File: config.mk
export PLATFORM = sky130hd
export DESIGN_NAME = ext_mem_timing
export DESIGN_NICKNAME = d
export VERILOG_FILES = /design/src/rtl/emt_pkg.sv /design/src/rtl/emt_window.sv /design/src/rtl/emt_lanes.sv /design/src/rtl/emt_float.sv /design/src/rtl/ext_mem_timing.sv
export SDC_FILE = /design/constraint.sdc
export NUM_CORES = 1
export LEC_CHECK = 0
export ABC_AREA = 1
export ABC_CLOCK_PERIOD_IN_PS = 4000
export BUFFER_PORTS_ARGS = -buffer_cell sky130_fd_sc_hd__buf_2
export CAP_MARGIN = 15
export CORE_ASPECT_RATIO = 2
export CORE_MARGIN = 2
export CORE_UTILIZATION = 58
export DETAILED_ROUTE_END_ITERATION = 12
export HOLD_SLACK_MARGIN = 0.15
export PLACE_DENSITY = 0.87
export SYNTH_ARGS = -nofsm -noshare
export SYNTH_HDL_FRONTEND = slang
export SYNTH_SLANG_ARGS = --single-unit
File: constraint.sdc
create_clock -name clk -period 4 [get_ports clk]
set_input_delay 0.4 -clock clk [delete_from_list [all_inputs] [get_ports clk]]
set_output_delay 0.4 -clock clk [all_outputs]
set_load 0.005 [all_outputs]
File: src/rtl/emt_pkg.sv
package emt_pkg;
  typedef enum logic [1:0] {
    WAIT_OFF    = 2'd0,
    WAIT_UNUSED = 2'd1,
    WAIT_FREEZE = 2'd2,
    WAIT_READY  = 2'd3
  } wait_mode_e;

  localparam int STROBE_CS = 0;
  localparam int STROBE_RD = 1;
  localparam int STROBE_WR = 2;
  localparam int NUM_STROBES = 3;
endpackage

File: src/rtl/emt_window.sv
module emt_window #(
  parameter int SW = 6,
  parameter int PW = 7,
  parameter int CW = 9
) (
  input  logic [CW-1:0] cnt,
  input  logic [SW-1:0] setup,
  input  logic [PW-1:0] pulse,
  input  logic [CW-1:0] last,
  output logic          active,
  output logic          at_end
);
  localparam int MX = (SW > PW) ? SW : PW;
  localparam int EW = ((CW > MX) ? CW : MX) + 1;

  logic [EW-1:0] stop_w;
  logic [EW-1:0] cur_w;

  always_comb begin
    stop_w = EW'(setup) + EW'(pulse);
    cur_w  = EW'(cnt);
    active = (pulse != '0) && (cur_w >= EW'(setup)) && (cur_w < stop_w);
    at_end = active && (((cur_w + EW'(1)) == stop_w) || (cnt == last));
  end
endmodule

File: src/rtl/emt_lanes.sv
module emt_lanes #(
  parameter int LANES = 2
) (
  input  logic             act,
  input  logic             is_wr,
  input  logic             cs_on,
  input  logic             rd_on,
  input  logic             wr_on,
  input  logic [LANES-1:0] be,
  input  logic             wide,
  input  logic             byte_wr,
  output logic             cs_n,
  output logic             rd_n,
  output logic             we_n,
  output logic [LANES-1:0] lane_n,
  output logic [LANES-1:0] lane_we_n,
  output logic             drive
);
  always_comb begin
    cs_n  = !(act && cs_on);
    rd_n  = !(act && rd_on && !is_wr);
    we_n  = !(act && wr_on && is_wr && !byte_wr);
    drive = act && is_wr;
  end

  for (genvar i = 0; i < LANES; i++) begin : g_lane
    logic lane_ok;
    assign lane_ok      = be[i] && ((i == 0) || wide);
    assign lane_n[i]    = !(act && cs_on && lane_ok && !byte_wr);
    assign lane_we_n[i] = !(act && wr_on && is_wr && byte_wr && lane_ok);
  end
endmodule

File: src/rtl/emt_float.sv
module emt_float #(
  parameter int FW = 4
) (
  input  logic          clk,
  input  logic          rst_n,
  input  logic          load,
  input  logic [FW-1:0] count,
  output logic          zero
);
  logic [FW-1:0] cnt_q;
  logic [FW-1:0] cnt_d;
  logic          cnt_en;

  always_comb begin
    cnt_en = load || (cnt_q != '0);
    cnt_d  = load ? count : cnt_q - FW'(1);
    zero   = (cnt_q == '0);
  end

  always_ff @(posedge clk or negedge rst_n) begin
    if (!rst_n)      cnt_q <= '0;
    else if (cnt_en) cnt_q <= cnt_d;
  end
endmodule

File: src/rtl/ext_mem_timing.sv
module ext_mem_timing #(
  parameter int AW    = 12,
  parameter int DW    = 16,
  parameter int LANES = DW / 8,
  parameter int SW    = 6,
  parameter int PW    = 7,
  parameter int CW    = 9,
  parameter int FW    = 4
) (
  input  logic             clk,
  input  logic             rst_n,
  input  logic             req_valid,
  input  logic             req_write,
  input  logic [AW-1:0]    req_addr,
  input  logic [LANES-1:0] req_be,
  input  logic [DW-1:0]    req_wdata,
  output logic             req_ack,
  output logic [DW-1:0]    rd_data,
  input  logic [SW-1:0]    cfg_cs_rd_setup,
  input  logic [PW-1:0]    cfg_cs_rd_pulse,
  input  logic [SW-1:0]    cfg_rd_setup,
  input  logic [PW-1:0]    cfg_rd_pulse,
  input  logic [CW-1:0]    cfg_rd_cycle,
  input  logic [SW-1:0]    cfg_cs_wr_setup,
  input  logic [PW-1:0]    cfg_cs_wr_pulse,
  input  logic [SW-1:0]    cfg_wr_setup,
  input  logic [PW-1:0]    cfg_wr_pulse,
  input  logic [CW-1:0]    cfg_wr_cycle,
  input  logic [1:0]       cfg_wait_mode,
  input  logic             cfg_byte_write,
  input  logic             cfg_wide,
  input  logic [FW-1:0]    cfg_float_cycles,
  input  logic             cfg_float_skip,
  output logic [AW-1:0]    mem_addr,
  output logic             mem_cs_n,
  output logic             mem_rd_n,
  output logic             mem_we_n,
  output logic [LANES-1:0] mem_lane_n,
  output logic [LANES-1:0] mem_lane_we_n,
  input  logic             mem_wait_n,
  output logic [DW-1:0]    mem_dout,
  output logic             mem_drive_en,
  input  logic [DW-1:0]    mem_din
);
  import emt_pkg::*;

  localparam int NS = NUM_STROBES;

  // reset: asserted asynchronously, released after two clock edges
  logic rst_meta, rst_i;
  always_ff @(posedge clk or negedge rst_n) begin
    if (!rst_n) begin
      rst_meta <= 1'b0;
      rst_i    <= 1'b0;
    end else begin
      rst_meta <= 1'b1;
      rst_i    <= rst_meta;
    end
  end

  // access state
  logic             busy_q, wr_q, ack_q;
  logic [CW-1:0]    cnt_q;
  logic [LANES-1:0] be_q;

  logic             start, finish, hold, adv, capture, float_zero;
  logic             nxt_busy, nxt_wr;
  logic [CW-1:0]    nxt_cnt, last_cur, last_nxt;
  logic [LANES-1:0] nxt_be;
  wait_mode_e       wmode;

  logic [SW-1:0] setup_cur [NS];
  logic [PW-1:0] pulse_cur [NS];
  logic [SW-1:0] setup_nxt [NS];
  logic [PW-1:0] pulse_nxt [NS];
  logic [NS-1:0] act_cur, end_cur, act_nxt, end_nxt;

  function automatic logic [CW-1:0] last_of(input logic [CW-1:0] len);
    return (len == '0) ? '0 : len - CW'(1);
  endfunction

  always_comb begin
    setup_cur[STROBE_CS] = wr_q ? cfg_cs_wr_setup : cfg_cs_rd_setup;
    pulse_cur[STROBE_CS] = wr_q ? cfg_cs_wr_pulse : cfg_cs_rd_pulse;
    setup_nxt[STROBE_CS] = nxt_wr ? cfg_cs_wr_setup : cfg_cs_rd_setup;
    pulse_nxt[STROBE_CS] = nxt_wr ? cfg_cs_wr_pulse : cfg_cs_rd_pulse;
    setup_cur[STROBE_RD] = cfg_rd_setup;
    pulse_cur[STROBE_RD] = cfg_rd_pulse;
    setup_nxt[STROBE_RD] = cfg_rd_setup;
    pulse_nxt[STROBE_RD] = cfg_rd_pulse;
    setup_cur[STROBE_WR] = cfg_wr_setup;
    pulse_cur[STROBE_WR] = cfg_wr_pulse;
    setup_nxt[STROBE_WR] = cfg_wr_setup;
    pulse_nxt[STROBE_WR] = cfg_wr_pulse;
  end

  for (genvar g = 0; g < NS; g++) begin : g_win
    emt_window #(.SW(SW), .PW(PW), .CW(CW)) u_cur (
      .cnt(cnt_q), .setup(setup_cur[g]), .pulse(pulse_cur[g]),
      .last(last_cur), .active(act_cur[g]), .at_end(end_cur[g]));
    emt_window #(.SW(SW), .PW(PW), .CW(CW)) u_nxt (
      .cnt(nxt_cnt), .setup(setup_nxt[g]), .pulse(pulse_nxt[g]),
      .last(last_nxt), .active(act_nxt[g]), .at_end(end_nxt[g]));
  end

  // next-state decode
  always_comb begin
    wmode    = wait_mode_e'(cfg_wait_mode);
    last_cur = last_of(wr_q ? cfg_wr_cycle : cfg_rd_cycle);
    start    = !busy_q && !ack_q && req_valid &&
               (float_zero || (cfg_float_skip && !req_write));
    hold     = busy_q && !mem_wait_n &&
               ((wmode == WAIT_FREEZE) ||
                ((wmode == WAIT_READY) &&
                 (wr_q ? end_cur[STROBE_WR] : end_cur[STROBE_RD])));
    finish   = busy_q && !hold && (cnt_q == last_cur);
    adv      = busy_q && !hold && !finish;
    capture  = busy_q && !hold && !wr_q && act_cur[STROBE_RD] && end_cur[STROBE_RD];
    nxt_busy = start || (busy_q && !finish);
    nxt_wr   = start ? req_write : wr_q;
    nxt_be   = start ? req_be : be_q;
    last_nxt = last_of(nxt_wr ? cfg_wr_cycle : cfg_rd_cycle);
    nxt_cnt  = start ? '0 : (adv ? cnt_q + CW'(1) : cnt_q);
  end

  logic             cs_n_d, rd_n_d, we_n_d, drive_d;
  logic [LANES-1:0] lane_n_d, lane_we_n_d;

  emt_lanes #(.LANES(LANES)) u_lanes (
    .act(nxt_busy), .is_wr(nxt_wr),
    .cs_on(act_nxt[STROBE_CS]), .rd_on(act_nxt[STROBE_RD]), .wr_on(act_nxt[STROBE_WR]),
    .be(nxt_be), .wide(cfg_wide), .byte_wr(cfg_byte_write),
    .cs_n(cs_n_d), .rd_n(rd_n_d), .we_n(we_n_d),
    .lane_n(lane_n_d), .lane_we_n(lane_we_n_d), .drive(drive_d));

  emt_float #(.FW(FW)) u_float (
    .clk(clk), .rst_n(rst_i), .load(finish && !wr_q),
    .count(cfg_float_cycles), .zero(float_zero));

  // registers
  always_ff @(posedge clk or negedge rst_i) begin
    if (!rst_i) begin
      busy_q        <= 1'b0;
      wr_q          <= 1'b0;
      ack_q         <= 1'b0;
      cnt_q         <= '0;
      be_q          <= '0;
      mem_cs_n      <= 1'b1;
      mem_rd_n      <= 1'b1;
      mem_we_n      <= 1'b1;
      mem_lane_n    <= '1;
      mem_lane_we_n <= '1;
      mem_drive_en  <= 1'b0;
    end else begin
      busy_q        <= nxt_busy;
      wr_q          <= nxt_wr;
      ack_q         <= finish;
      cnt_q         <= nxt_cnt;
      be_q          <= nxt_be;
      mem_cs_n      <= cs_n_d;
      mem_rd_n      <= rd_n_d;
      mem_we_n      <= we_n_d;
      mem_lane_n    <= lane_n_d;
      mem_lane_we_n <= lane_we_n_d;
      mem_drive_en  <= drive_d;
    end
  end

  always_ff @(posedge clk or negedge rst_i) begin
    if (!rst_i) begin
      mem_addr <= '0;
      mem_dout <= '0;
    end else if (start) begin
      mem_addr <= req_addr;
      mem_dout <= cfg_wide ? req_wdata : {{(DW-8){1'b0}}, req_wdata[7:0]};
    end
  end

  always_ff @(posedge clk or negedge rst_i) begin
    if (!rst_i)       rd_data <= '0;
    else if (capture) rd_data <= cfg_wide ? mem_din : {{(DW-8){1'b0}}, mem_din[7:0]};
  end

  assign req_ack = ack_q;
endmodule

# After elaboration in Yosys (flattened, before gate mapping)
# Index checks and enable logic that the tools add are counted.
dict set report word_totals {
  regBits 72
  output_inout_bits 53
}
dict set report classes {
  addsub 7
  n_lt_le_gt_ge 10
  eq_ne 5
  muxes 12
  n_reduce_logical 70
}
# operator n
set op_table {}
lappend op_table {{less-than comparator 9 x 10 -> 1 bit} 5}
lappend op_table {{greater-or-equal comparator 9 x 6 -> 1 bit} 5}
lappend op_table {{logical AND 1 bit} 42}
lappend op_table {{two-way mux 9 bit} 4}
lappend op_table {{two-way mux 16 bit} 2}
lappend op_table {{adder 6 x 7 -> 8 bit} 3}
lappend op_table {{nonzero test 7 bit} 3}
lappend op_table {{equality test 10 bit} 2}
lappend op_table {{logical NOT 1 bit} 16}
lappend op_table {{adder 9 x 1 -> 10 bit, second input constant} 1}
lappend op_table {{adder 9 x 1 -> 9 bit, second input constant} 1}
lappend op_table {{equality test 9 bit} 1}
lappend op_table {{logical NOT 9 bit} 1}
lappend op_table {{subtractor 9 x 1 -> 9 bit, second input constant} 1}
lappend op_table {{two-way mux 7 bit} 1}
lappend op_table {{logical OR 1 bit} 6}
lappend op_table {{two-way mux 6 bit} 1}
lappend op_table {{equality test 2 bit, second input constant} 2}
lappend op_table {{logical NOT 4 bit} 1}
lappend op_table {{two-way mux 4 bit} 1}
lappend op_table {{nonzero test 4 bit} 1}
lappend op_table {{subtractor 4 x 1 -> 4 bit, second input constant} 1}
lappend op_table {{two-way mux 1 bit} 2}
lappend op_table {{two-way mux 2 bit} 1}

# Depth between registers and ports, before layout
dict set report logic_depth {
  depth_word 25
  ltp_mapped 34
}

# Hierarchy
# From an unflattened synthesis, not the netlist that was laid out.
dict set report hier_totals {
  hier_cells 1592
  area_unflattened_um2 9844.4
}
# module n_inst cells_each area_per_inst_um2 seq_area_each_um2
set by_module_without_submodules {}
lappend by_module_without_submodules {ext_mem_timing 1 509 3870.0 1710.4}
lappend by_module_without_submodules {{emt_window (g_win[1].u_cur ...)} 2 202 1111.1 0.0}
lappend by_module_without_submodules {{emt_window (g_win[0].u_nxt)} 1 206 1158.6 0.0}
lappend by_module_without_submodules {{emt_window (g_win[2].u_nxt)} 1 212 1142.3 0.0}
lappend by_module_without_submodules {{emt_window (g_win[1].u_nxt)} 1 209 1131.1 0.0}
lappend by_module_without_submodules {emt_float 1 37 255.2 100.1}
lappend by_module_without_submodules {emt_lanes 1 15 65.1 0.0}

# Worst setup path after synthesis
# Ideal clock, no wire load.
dict set report synth_timing {
  kind {input to register}
  startpoint {input cfg_rd_setup[0]}
  endpoint {register mem_lane_n[0]}
  arrival_time_ns 4.120
  required_time_ns 3.908
  setup_slack_ns -0.213
  cell_stages 25
  cell_sequence {ha_1 fa_1 xnor2_1 ha_1 inv_1 o21bai_1 a21oi_1 o21ai_0 nand3_1 nand3_1 a21oi_1 nand2_1 nand3_2 nand2_4 nand3_4 buf_8 nor2_1 a211oi_1 ha_1 nand2_1 nor2_1 a211oi_1 nand2_1 a31oi_1 nand3_1}
}
dict set report synth_between {
  elab_chain_cells 22
  elab_cells_between_ends 29
  classes_between {add/sub (1); order compare (4); eq/ne (1); mux (3); reduce/logical (20)}
}
# element line_no
set synth_rtl {}
lappend synth_rtl {{start, declared} ext_mem_timing.sv:21} ;# input logic [SW-1:0] cfg_rd_setup,
lappend synth_rtl {{adder 6 x 7 -> 8 bit or greater-or-equal comparator 9 x 6 -> 1 bit (tied branches)} {emt_window.sv:20, emt_window.sv:22}}
lappend synth_rtl {{less-than comparator 9 x 10 -> 1 bit (tied with other cells)} emt_window.sv:22} ;# active = (pulse != '0) && (cur_w >= EW'(setup)) && (cur_w < stop_w);
lappend synth_rtl {{logical AND 1 bit or logical OR 1 bit (tied branches)} {emt_window.sv:22, emt_window.sv:23}}
lappend synth_rtl {{logical AND 1 bit (*)} emt_window.sv:23} ;# at_end = active && (((cur_w + EW'(1)) == stop_w) || (cnt == last));
lappend synth_rtl {{two-way mux 1 bit (*)} ext_mem_timing.sv:115} ;# (wr_q ? end_cur[STROBE_WR] : end_cur[STROBE_RD])));
lappend synth_rtl {{logical AND 1 bit (*)} ext_mem_timing.sv:114} ;# ((wmode == WAIT_READY) &&
lappend synth_rtl {{logical OR 1 bit (*)} ext_mem_timing.sv:113} ;# ((wmode == WAIT_FREEZE) ||
lappend synth_rtl {{logical AND 1 bit (*)} ext_mem_timing.sv:112} ;# hold = busy_q && !mem_wait_n &&
lappend synth_rtl {{(+5 left out)} n/a}
lappend synth_rtl {{two-way mux 9 bit (*) (2 in a row)} ext_mem_timing.sv:123} ;# nxt_cnt = start ? '0 : (adv ? cnt_q + CW'(1) : cnt_q);
lappend synth_rtl {{named net g_win[0].u_nxt.cnt[5]} emt_window.sv:6} ;# input logic [CW-1:0] cnt,
lappend synth_rtl {{greater-or-equal comparator 9 x 6 -> 1 bit} emt_window.sv:22}
lappend synth_rtl {{logical AND 1 bit} emt_window.sv:22}
lappend synth_rtl {{logical AND 1 bit (*)} emt_window.sv:22}
lappend synth_rtl {{logical AND 1 bit (*) (3 in a row)} emt_lanes.sv:29} ;# assign lane_n[i] = !(act && cs_on && lane_ok && !byte_wr);
lappend synth_rtl {{logical NOT 1 bit (*)} emt_lanes.sv:29}
lappend synth_rtl {{named net lane_n_d[0]} ext_mem_timing.sv:127} ;# logic [LANES-1:0] lane_n_d, lane_we_n_d;
lappend synth_rtl {{end signal, assigned} ext_mem_timing.sv:163} ;# mem_lane_n <= lane_n_d;
lappend synth_rtl {{end, declared} ext_mem_timing.sv:38} ;# output logic [LANES-1:0] mem_lane_n,
# The timed path passes the listed nets; every way through them passes the cells marked *.
# A chain may end at the register's enable or synchronous reset.

# Final worst setup path
dict set report layout_timing {
  startpoint {register u_float.cnt_q[0]}
  endpoint {register mem_lane_n[1]}
}
dict set report layout_between {
  elab_chain_cells 12
  elab_cells_between_ends 20
  classes_between {add/sub (1); order compare (2); mux (5); reduce/logical (12)}
}
# element line_no
set layout_rtl {}
lappend layout_rtl {{start, declared} emt_float.sv:10} ;# logic [FW-1:0] cnt_q;
lappend layout_rtl {{start signal, assigned} emt_float.sv:22} ;# else if (cnt_en) cnt_q <= cnt_d;
lappend layout_rtl {{logical NOT 4 bit (*)} emt_float.sv:17} ;# zero = (cnt_q == '0);
lappend layout_rtl {{logical OR 1 bit (*)} ext_mem_timing.sv:111} ;# (float_zero || (cfg_float_skip && !req_write));
lappend layout_rtl {{logical AND 1 bit (*)} ext_mem_timing.sv:110} ;# start = !busy_q && !ack_q && req_valid &&
lappend layout_rtl {{two-way mux 1 bit (*)} ext_mem_timing.sv:120} ;# nxt_wr = start ? req_write : wr_q;
lappend layout_rtl {{named net nxt_wr} ext_mem_timing.sv:67} ;# logic nxt_busy, nxt_wr;
lappend layout_rtl {{two-way mux 6 bit or two-way mux 7 bit (tied branches)} {ext_mem_timing.sv:85, ext_mem_timing.sv:86}}
lappend layout_rtl {{adder 6 x 7 -> 8 bit (tied with other cells)} emt_window.sv:20} ;# stop_w = EW'(setup) + EW'(pulse);
lappend layout_rtl {{less-than comparator 9 x 10 -> 1 bit or logical AND 1 bit (tied branches)} emt_window.sv:22}
lappend layout_rtl {{logical AND 1 bit (*)} emt_window.sv:22}
lappend layout_rtl {{logical AND 1 bit (*) (3 in a row)} emt_lanes.sv:29}
lappend layout_rtl {{logical NOT 1 bit (*)} emt_lanes.sv:29}
lappend layout_rtl {{named net lane_n_d[1]} ext_mem_timing.sv:127}
# Marked as above.

==> results.sh <==
export IMPL_ios=183
export IMPL_synth_fp_nets=1130
export IMPL_regToRegStartpoint="u_float.cnt_q[0]"
export IMPL_ant_nets=0
export IMPL_grt_overflow_total=0
export IMPL_drive_above_1_share_pct=35.0
export IMPL_finalNonFillerCells=1323
export IMPL_place_area_um2=8030
export IMPL_cp_max_fo=4
export IMPL_max_freq_mhz=246
export IMPL_synthFlopType="dfrtp_1"
export IMPL_routed_wl_mm=23.1
export IMPL_drc=0
export IMPL_grt_pass1_wl_mm=33.4
export IMPL_clk_latency_ps=340
export IMPL_crit_arrival_ps=4330
export IMPL_layout_setup_ws_ps=-72.9
export IMPL_synthesis_area_um2=6560
export IMPL_drv_slew=0
export IMPL_synth_seq_cells=72
export IMPL_slew_headroom_pct=41.8
export IMPL_cts_root_buf="clkbuf_16"
export IMPL_hold_class="input pin to flop"
export IMPL_postSynthAreaPerCell_um2=7.13
export IMPL_core_um2=11100
export IMPL_critPathLaunchType="flop"
export IMPL_grt_setup_unrepaired="true"
export IMPL_io_buffer_count=182
export IMPL_violations="setup timing"
export IMPL_total_power_uw=7190
export IMPL_dieArea_um2=12200
export IMPL_track_usage_pct=35.1
export IMPL_start_util_pct=58.9
export IMPL_synth_top_area_cell="dfrtp_1"
export IMPL_power_leakage_uw=0.00496
export IMPL_fp_dieW_um=79.2
export IMPL_cts_tree="yes"
export IMPL_n_fill_cell=787
export IMPL_yosysMostFrequentCell="nand2_1"
export IMPL_hpwl_mm=16.8
export IMPL_final_cell_area_um2=8950
export IMPL_p_seq_share_pct=17.4
export IMPL_ys_seq_area_share_pct=27.6
export IMPL_synth_edf_count=0
export IMPL_swShare_pct=49.1
export IMPL_area_growth_pct=36.4
export IMPL_antenna_found_initial=0
export IMPL_synth_top_cells_by_count="nand2_1, inv_1, ha_1"
export IMPL_grt_pass1_vias=7137
export IMPL_ys_types=48
export IMPL_gp_congestion=1.01
export IMPL_path_clk_slew_ps=60
export IMPL_p_clk_share_pct=12.1
export IMPL_cp_end_kind="flop"
export IMPL_cts_sinks=72
export IMPL_p_sw_uw=3530
export IMPL_vias_per_cell=5.66
export IMPL_first_pass_iters=6
export IMPL_setup_viol=3
export IMPL_async_reset_ff_share_pct=100
export IMPL_nets=1384
export IMPL_hold_viol=0
export IMPL_p_comb_share_pct=70.5
export IMPL_wire_per_inst_um=17.5
export IMPL_synth_top_cells_by_area="dfrtp_1, nand2_1, ha_1, inv_1, nand3_1"
export IMPL_cts_buffers=9
export IMPL_ir_worst_vdd_mv=0.718
export IMPL_cts_buffer_depth=2
export IMPL_status="finished, violations left"
export IMPL_cp_startpoint="u_float.cnt_q[0]"
export IMPL_dp_cells=1286
export IMPL_die_height_um=154
export IMPL_hp_start="req_addr[6]"
export IMPL_fin_skew_ps=7.52
export IMPL_tightestPinTransition_ps=865
export IMPL_power_density_nw_per_um2=803
export IMPL_fin_setup_tns_ps=-188
export IMPL_htreeDepth=3
export IMPL_crit_type="flop to flop"
export IMPL_whs_ps=253
export IMPL_max_cap_violations=0
export IMPL_internal_power_uw=3660
export IMPL_min_period_over_period_pct=102
export IMPL_drt_iter0_markers=525
export IMPL_synth_cells=921
export IMPL_min_period_ps=4070
export IMPL_required_ps=4260
export IMPL_grt_max_degree=41
export IMPL_vias=7490
export IMPL_num_rows=55
export IMPL_yosys_warnings=0
export IMPL_yosysTopAreaCellShare_pct=24.8
==> power groups by stage <==
stage | registers [uW] | logic [uW] | clock network (uW)
2_1_floorplan | 1190 | 2650 | 0
6_report | 1250 | 5070 | 869
3_5_place_dp | 1240 | 4130 | 0
4_1_cts | 1230 | 4240 | 870
3_3_place_gp | 1230 | 3950 | 0
5_1_grt | 1270 | 5540 | 909
==> layout make-up <==
cell class                      instances  area (um^2)  area share, %
Multi-Input combinational cell        707         4590           51.3
Inverter                              122          465           5.20
Tap cell                              142          178           1.99
Clock inverter                          6         91.3           1.02
Timing Repair Buffer                  263         1570           17.5
Clock buffer                           10          229           2.56
Sequential cell                        72         1820           20.3
Antenna cell                            1         2.50         0.0280
==> per-layer routing <==
| layer | vias up | track usage [%] | wire length, um | part of all wire (%) |
|---|---|---|---|---|
| met4 | 0 | 19.4 | 1600 | 6.9 |
| li1 | 3516 | - | - | - |
| met1 | 3441 | 40.3 | 8140 | 35 |
| met2 | 406 | 60.8 | 11600 | 50 |
| met3 | 127 | 5.78 | 1730 | 7.5 |
| met5 | - | 0 | 0 | 0 |
==> layout by cell type (no fill, tap or decap), types with 10 or more instances in the layout <==
master   instances
inv_2           10
ha_1            63
ha_4            11
a21oi_1         28
inv_1          110
o21ai_1         10
dfrtp_1         58
nand2_1        279
xor2_1          15
buf_4           74
nand3_2         13
nor2_1          43
nand3_1         45
nand2_2         25
buf_2          182
nand4_1         22
o21ai_0         33
==> worst max-delay path, stage by stage, from the launching register on <==
cell and delay [ps]:
dfrtp_1 390, inv_1 80, ha_1 150, nand2_1 70, o21ai_0 100, nand2_2 130, o21ai_4 250, inv_2 70
or2_2 290, o21ai_2 80, inv_1 80, ha_1 310, nand3_1 110, and2_4 150, inv_1 30, a21oi_1 210
o21ai_2 140, xnor2_2 160, ha_1 320, nand2_1 100, nor2_1 60, a211oi_1 200, nand2_1 140, a31oi_4 250
nand3_2 100
==> registers in the layout, summed over array words and instances (netlist names), 2 cells and up <==
name	count
mem_lane_n	2
mem_lane_we_n	2
be_q	2
mem_addr	12
cnt_q	9
u_float.cnt_q	4
rd_data	16
mem_dout	16
==> final timing paths <==
check / to / slack, ps / cells past startpoint
min in group asynchronous: mem_dout[13] / 320 / 0
min reg2reg: mem_dout[13] / 320 / 0
max: mem_lane_n[1] / -70 / 24
max in group asynchronous: u_float.cnt_q[0] / 2720 / 1
min: mem_addr[6] / 250 / 3
max reg2reg: mem_lane_n[1] / -70 / 24
==> stage by stage <==
step | utilization, % | worst slack, ps
final | 80.3 | -72.9
after global routing | 80.3 | -319
after CTS | 75.5 | -0.931
after detailed placement | 72.0 | -271
after global placement | 72.0 | -131
after floorplan | - | 13.3
==> cell families (layout without fill, tap and decap cells) <==
family                     after synthesis  in the layout  synth area share (%)
buffers and inverters                  143            401                  8.73
DFF                                     72             72                  27.6
other                                    1              2                0.0571
xor gates and xnor gates                25             25                  3.34
adders and majority gates               79             79                  15.4
muxes                                   13             13                  2.14
AOI/OAI and AO/OA                      112            112                  10.1
and+or+nand+nor                        476            477                  32.7
==> timing repair <==
item	in CTS	in global routing
hold endpoints to repair	2	0
gates cloned	0	1
buffers inserted	2	17
hold buffers	1	0
resized for setup	9	94
setup endpoints to repair	6	7
pin swaps	2	43
No activity file was read; power rests on OpenSTA's default activity.
